File: config.mk
export PLATFORM = sky130hd
export DESIGN_NAME = patch_redirect
export DESIGN_NICKNAME = d
export VERILOG_FILES = /design/src/rtl/patch_pkg.sv /design/src/rtl/patch_regs.sv /design/src/rtl/patch_cmp.sv /design/src/rtl/patch_arb.sv /design/src/rtl/patch_redirect.sv
export SDC_FILE = /design/constraint.sdc
export NUM_CORES = 1
export LEC_CHECK = 0
export BUFFER_PORTS_ARGS = -buffer_cell sky130_fd_sc_hd__buf_2
export CAP_MARGIN = 20
export CORE_MARGIN = 5
export CORE_UTILIZATION = 50
export DETAILED_ROUTE_END_ITERATION = 7
export GPL_ROUTABILITY_DRIVEN = 1
export GPL_TIMING_DRIVEN = 0
export HOLD_SLACK_MARGIN = 0.05
export PLACE_DENSITY_LB_ADDON = 0.05
export SLEW_MARGIN = 15
export SYNTH_ARGS = -nofsm -noshare
export SYNTH_HDL_FRONTEND = slang
export SYNTH_HIERARCHICAL = 1
export SYNTH_SLANG_ARGS = --single-unit
export TNS_END_PERCENT = 50
File: constraint.sdc
create_clock -name clk -period 4.92 [get_ports clk]
set_clock_uncertainty 0.15 [all_clocks]
set_input_delay 0.984 -clock clk [delete_from_list [all_inputs] [get_ports clk]]
set_output_delay 0.984 -clock clk [all_outputs]
set_load 0.02 [all_outputs]
File: src/rtl/patch_pkg.sv
package patch_pkg;
  localparam int unsigned ADDR_W = 16;
  localparam int unsigned DATA_W = 8;

  typedef logic [ADDR_W-1:0] addr_t;
  typedef logic [DATA_W-1:0] byte_t;

  // register address of a channel's high byte; the low byte follows it
  function automatic addr_t hi_reg(addr_t reg_base, int unsigned ch);
    return addr_t'(32'(reg_base) + 2 * ch);
  endfunction

  function automatic addr_t lo_reg(addr_t reg_base, int unsigned ch);
    return addr_t'(32'(reg_base) + 2 * ch + 1);
  endfunction

  // enable register sits right after the last address pair
  function automatic addr_t en_reg(addr_t reg_base, int unsigned nch);
    return addr_t'(32'(reg_base) + 2 * nch);
  endfunction

  // start of a channel's RAM patch area
  function automatic addr_t area_base(addr_t win_base, int unsigned bytes, int unsigned ch);
    return addr_t'(32'(win_base) + bytes * ch);
  endfunction

  // true when an address lies anywhere inside the joined patch areas
  function automatic logic in_patch_area(addr_t a, addr_t win_base, int unsigned bytes,
                                         int unsigned nch);
    return (32'(a) >= 32'(win_base)) && (32'(a) < 32'(win_base) + bytes * nch);
  endfunction
endpackage

File: src/rtl/patch_regs.sv
module patch_regs
  import patch_pkg::*;
#(
  parameter int unsigned NUM_CH   = 2,
  parameter addr_t       REG_BASE = 16'h0242
) (
  input  logic                  clk,
  input  logic                  rst_n,
  input  addr_t                 reg_addr,
  input  byte_t                 reg_wdata,
  input  logic                  reg_we,
  output byte_t                 reg_rdata,
  output addr_t [NUM_CH-1:0]    patch_addr,
  output logic  [NUM_CH-1:0]    enable
);
  localparam addr_t EN_ADDR = en_reg(REG_BASE, NUM_CH);

  byte_t [NUM_CH-1:0] hi_q;
  byte_t [NUM_CH-1:0] lo_q;
  logic  [NUM_CH-1:0] en_q;

  always_ff @(posedge clk or negedge rst_n) begin
    if (!rst_n) begin
      hi_q <= '0;
      lo_q <= '0;
      en_q <= '0;
    end else if (reg_we) begin
      for (int i = 0; i < NUM_CH; i++) begin
        if (reg_addr == hi_reg(REG_BASE, i)) hi_q[i] <= reg_wdata;
        if (reg_addr == lo_reg(REG_BASE, i)) lo_q[i] <= reg_wdata;
      end
      // reserved upper bits are simply not stored
      if (reg_addr == EN_ADDR) en_q <= reg_wdata[NUM_CH-1:0];
    end
  end

  always_comb begin
    reg_rdata = '0;
    for (int i = 0; i < NUM_CH; i++) begin
      if (reg_addr == hi_reg(REG_BASE, i)) reg_rdata = hi_q[i];
      if (reg_addr == lo_reg(REG_BASE, i)) reg_rdata = lo_q[i];
    end
    if (reg_addr == EN_ADDR) reg_rdata = byte_t'(en_q);
  end

  genvar g;
  generate
    for (g = 0; g < NUM_CH; g++) begin : g_out
      assign patch_addr[g] = {hi_q[g], lo_q[g]};

      AST_HI_WRITE: assert property (@(posedge clk) disable iff (!rst_n)
        (reg_we && reg_addr == hi_reg(REG_BASE, g)) |=> (patch_addr[g][15:8] == $past(reg_wdata)));
      AST_LO_WRITE: assert property (@(posedge clk) disable iff (!rst_n)
        (reg_we && reg_addr == lo_reg(REG_BASE, g)) |=> (patch_addr[g][7:0] == $past(reg_wdata)));
    end
  endgenerate

  assign enable = en_q;

  AST_EN_WRITE: assert property (@(posedge clk) disable iff (!rst_n)
    (reg_we && reg_addr == EN_ADDR) |=> (enable == $past(reg_wdata[NUM_CH-1:0])));
  AST_EN_HOLD: assert property (@(posedge clk) disable iff (!rst_n)
    !(reg_we && reg_addr == EN_ADDR) |=> $stable(enable));
endmodule

File: src/rtl/patch_cmp.sv
module patch_cmp
  import patch_pkg::*;
(
  input  addr_t fetch_addr,
  input  logic  fetch_opcode,
  input  logic  in_area,
  input  logic  enable,
  input  addr_t patch_addr,
  output logic  hit
);
  // a channel fires only on an opcode byte outside the patch areas
  assign hit = enable && fetch_opcode && !in_area && (fetch_addr == patch_addr);
endmodule

File: src/rtl/patch_arb.sv
module patch_arb #(
  parameter int unsigned NUM_CH = 2
) (
  input  logic [NUM_CH-1:0] hit,
  output logic [NUM_CH-1:0] grant
);
  logic taken;

  // lowest channel number wins
  always_comb begin
    grant = '0;
    taken = 1'b0;
    for (int i = 0; i < NUM_CH; i++) begin
      if (hit[i] && !taken) begin
        grant[i] = 1'b1;
        taken    = 1'b1;
      end
    end
  end
endmodule

File: src/rtl/patch_redirect.sv
module patch_redirect
  import patch_pkg::*;
#(
  parameter int unsigned NUM_CH    = 2,
  parameter addr_t       REG_BASE  = 16'h0242,
  parameter addr_t       WIN_BASE  = 16'h02C0,
  parameter int unsigned WIN_BYTES = 32
) (
  input  logic        clk,
  input  logic        rst_n,
  input  logic [15:0] reg_addr,
  input  logic [7:0]  reg_wdata,
  input  logic        reg_we,
  output logic [7:0]  reg_rdata,
  input  logic [15:0] fetch_addr,
  input  logic        fetch_opcode,
  output logic        redirect,
  output logic [15:0] fetch_addr_out
);
  addr_t [NUM_CH-1:0] patch_addr;
  logic  [NUM_CH-1:0] enable;
  logic  [NUM_CH-1:0] hit;
  logic  [NUM_CH-1:0] grant;
  logic               in_area;

  patch_regs #(.NUM_CH(NUM_CH), .REG_BASE(REG_BASE)) u_regs (
    .clk        (clk),
    .rst_n      (rst_n),
    .reg_addr   (reg_addr),
    .reg_wdata  (reg_wdata),
    .reg_we     (reg_we),
    .reg_rdata  (reg_rdata),
    .patch_addr (patch_addr),
    .enable     (enable)
  );

  assign in_area = in_patch_area(fetch_addr, WIN_BASE, WIN_BYTES, NUM_CH);

  genvar g;
  generate
    for (g = 0; g < NUM_CH; g++) begin : g_cmp
      patch_cmp u_cmp (
        .fetch_addr   (fetch_addr),
        .fetch_opcode (fetch_opcode),
        .in_area      (in_area),
        .enable       (enable[g]),
        .patch_addr   (patch_addr[g]),
        .hit          (hit[g])
      );
    end
  endgenerate

  patch_arb #(.NUM_CH(NUM_CH)) u_arb (
    .hit   (hit),
    .grant (grant)
  );

  always_comb begin
    fetch_addr_out = fetch_addr;
    for (int i = 0; i < NUM_CH; i++) begin
      if (grant[i]) fetch_addr_out = area_base(WIN_BASE, WIN_BYTES, i);
    end
  end

  assign redirect = |grant;

  AST_REDIRECT_ON_OPCODE: assert property (@(posedge clk) disable iff (!rst_n)
    redirect |-> fetch_opcode);
  AST_NO_SELF_PATCH: assert property (@(posedge clk) disable iff (!rst_n)
    redirect |-> ((fetch_addr < WIN_BASE) || (32'(fetch_addr) >= 32'(WIN_BASE) + WIN_BYTES * NUM_CH)));
  AST_GRANT_ONEHOT: assert property (@(posedge clk) disable iff (!rst_n)
    $onehot0(grant));
  AST_GRANT_ENABLED: assert property (@(posedge clk) disable iff (!rst_n)
    (grant & ~enable) == '0);
  AST_CH1_FIRST: assert property (@(posedge clk) disable iff (!rst_n)
    hit[0] |-> (redirect && fetch_addr_out == WIN_BASE));
  AST_PASS_THROUGH: assert property (@(posedge clk) disable iff (!rst_n)
    !redirect |-> (fetch_addr_out == fetch_addr));
  AST_TARGET_ALIGNED: assert property (@(posedge clk) disable iff (!rst_n)
    redirect |-> in_patch_area(fetch_addr_out, WIN_BASE, WIN_BYTES, NUM_CH));
endmodule

==> flow_summary.json <==
{
  "status": "finished, final reports clean",
  "initial_core_util_pct": 51.6,
  "ant_nets": 0,
  "antenna_found_initial": 0,
  "drtPass1Iterations": 5,
  "die_x_um": 77.2,
  "synth_nets": 241,
  "drtIter0Drc": 50,
  "fin_setup_tns_ns": 0,
  "drc_errors": 0,
  "fin_ws_ns": 0.891,
  "cp-end-kind": "primary output",
  "syn_area_mm2": 0.00226,
  "pre_cts_slack_ns": 0.877,
  "hold_viol_final": 0,
  "area_delta_synth_final_pct": 22.0,
  "grt_max_degree": 35,
  "clock_sinks": 34,
  "synthCells": 197,
  "chipHeight_um": 77.2,
  "drv_cap": 0,
  "via_per_inst": 5.40,
  "path_class": "input pin to primary output",
  "hold_buffers": 0,
  "dieArea_mm2": 0.00597,
  "synth-async-reset-ratio_pct": 100,
  "dpl.hpwl_um": 4270,
  "yosysSeqAreaShare_pct": 37.6,
  "grt_pass1_vias": 1812,
  "fmax_ghz": 0.248,
  "portBuffers": 68,
  "arrival_ns": 2.90,
  "p_leak_uw": 0.00147,
  "hp-class": "flip-flop to flip-flop",
  "coreArea_mm2": 0.00438,
  "cts_buffers": 5,
  "layout-drive-gt1-share_pct": 44.7,
  "cts_tree": "built",
  "max-slew-margin-rel_pct": 48.4,
  "path_clk_slew_ns": 0.07,
  "p_per_area_mw_per_mm2": 207,
  "rows": 24,
  "cts.repair.resized": 0,
  "diodes": 0,
  "clk_latency_ns": 0.27,
  "synth_edf_count": 0,
  "routed-via-count": 1756,
  "crit_required_ns": 3.79,
  "setup_viol": 0,
  "cts_max_path_buffers": 2,
  "pin_count": 69,
  "critPathMaxFanout": 10,
  "yosys_register_bits": 34,
  "worstMarginPinSlew_ns": 0.773,
  "finalMaxSlewViolations": 0,
  "root_buffer": "clkbuf_8",
  "peakVddDrop_uv": 183,
  "p_total_uw": 572,
  "drt_wl_total_um": 5660,
  "fin_crit_sh_pct": 81.9,
  "ys_types": 35,
  "startpoint_type": "input pin",
  "yosysWarningCount": 6,
  "htree_levels": 2,
  "fin_nets": 316,
  "grt_pass1_wl_um": 9220,
  "rsz0062_at_grt": "false",
  "fin_crit_ns": 4.03,
  "post_cts_buffers": 0,
  "track_usage_pct": 19.6,
  "grt_overflow": 0,
  "avgSynthCellArea_um2": 11.5,
  "post_drt_wl_per_cell_um": 17.4,
  "ys.flop_type": "dfrtp_1",
  "place_congestion": 0.799
}
-- stage by stage --
step	instances	hold WS, ns	utilization, %	cell area [um^2]
floorplan	197	0.350	-	2260
global placement	317	0.370	60.8	2670
detailed placement	317	0.376	60.8	2670
CTS	325	0.391	62.9	2760
global route	325	0.405	62.9	2760
finish	325	0.387	62.9	2760
-- sequential cells by signal (all words and copies together), names as in the netlist --
register / flops
u_regs/patch_addr: 32
u_regs/enable: 2
-- Yosys cell counts (all sizes together) (4+ instances only) --
cell type  number  area share, %
nor3            7            3.5
buf             4            1.3
mux2i          16            7.1
mux2           34             17
o22a            6            2.3
xor2           32             12
nor2           14            2.4
nand2           4           0.66
nor4           10            4.0
and2           12            3.3
dfrtp          34             38
-- worst max-delay path, stage by stage --
cell and delay [ns]:
buf_2 0.13, xor2_1 0.14, nor4_1 0.37, nand4_1 0.17, nor4_2 0.34, nor2b_4 0.10
nor2_2 0.21, buf_6 0.18, and2_1 0.12, buf_2 0.15
-- kinds of logic (layout without fill, tap and decap cells) --
family,after synthesis,after routing,share of synthesized area [%]
AOI/OAI and AO/OA,10,10,3.43
xor gates and xnor gates,32,32,12.4
buffers and inverters,8,84,1.94
DFF,34,34,37.6
muxes,50,50,24.0
and+or+nand+nor,63,63,20.6
-- layer usage --
metal	up-vias	global-route usage, %	part of all wire (%)	wire (um)
met5	-	0	0	0
met4	0	3.95	0.69	39
met3	6	4.92	6.1	346
met2	58	32.3	50	2800
met1	833	26.2	44	2470
li1	859	-	-	-
-- layout make-up --
type	count	area, um^2
Clock buffer	7	86.3
Buffer	6	36.3
Fill cell	370	1630
Timing Repair Buffer	68	340
Inverter	2	7.51
Clock inverter	1	5.00
Tap cell	52	65.1
Sequential cell	34	851
Multi-Input combinational cell	155	1370
-- layout by cell type (no fill, tap or decap), types with 2 or more instances in the layout --
cell	instances
clkbuf_1	3
nor2_1	13
or3_1	3
clkbuf_8	6
nor4_1	7
o22a_1	6
nor3_1	3
nand2_1	4
mux2_2	32
nand4_1	2
nand2b_1	3
and2_1	12
xor2_1	32
mux2i_1	16
dfrtp_1	34
nor4_2	2
mux2_1	2
buf_2	70
nor3_4	4
inv_1	2
-- worst paths after layout --
check,endpoint,slack (ns),cells after the start,from
worst max-delay path,fetch_addr_out[3],0.89,10,fetch_addr[13]
worst min-delay path,u_regs/patch_addr[25]$_DFFE_PN0P_,0.39,1,u_regs/patch_addr[25]$_DFFE_PN0P_
worst max register to register,u_regs/patch_addr[0]$_DFFE_PN0P_,3.97,1,u_regs/patch_addr[0]$_DFFE_PN0P_
worst min register to register,u_regs/patch_addr[25]$_DFFE_PN0P_,0.39,1,u_regs/patch_addr[25]$_DFFE_PN0P_
max in group asynchronous,u_regs/patch_addr[29]$_DFFE_PN0P_,3.50,1,rst_n
min in group asynchronous,u_regs/enable[1]$_DFFE_PN0P_,0.63,1,rst_n
-- report_power, final --
group,leakage [uW],internal (uW),switching (uW)
logic,0.000950,32.3,50.9
clock network,0.0000482,113,96.1
registers,0.000475,280,0.0933
total,0.00147,425,147
Note: power is estimated with default switching activity, not from simulation.
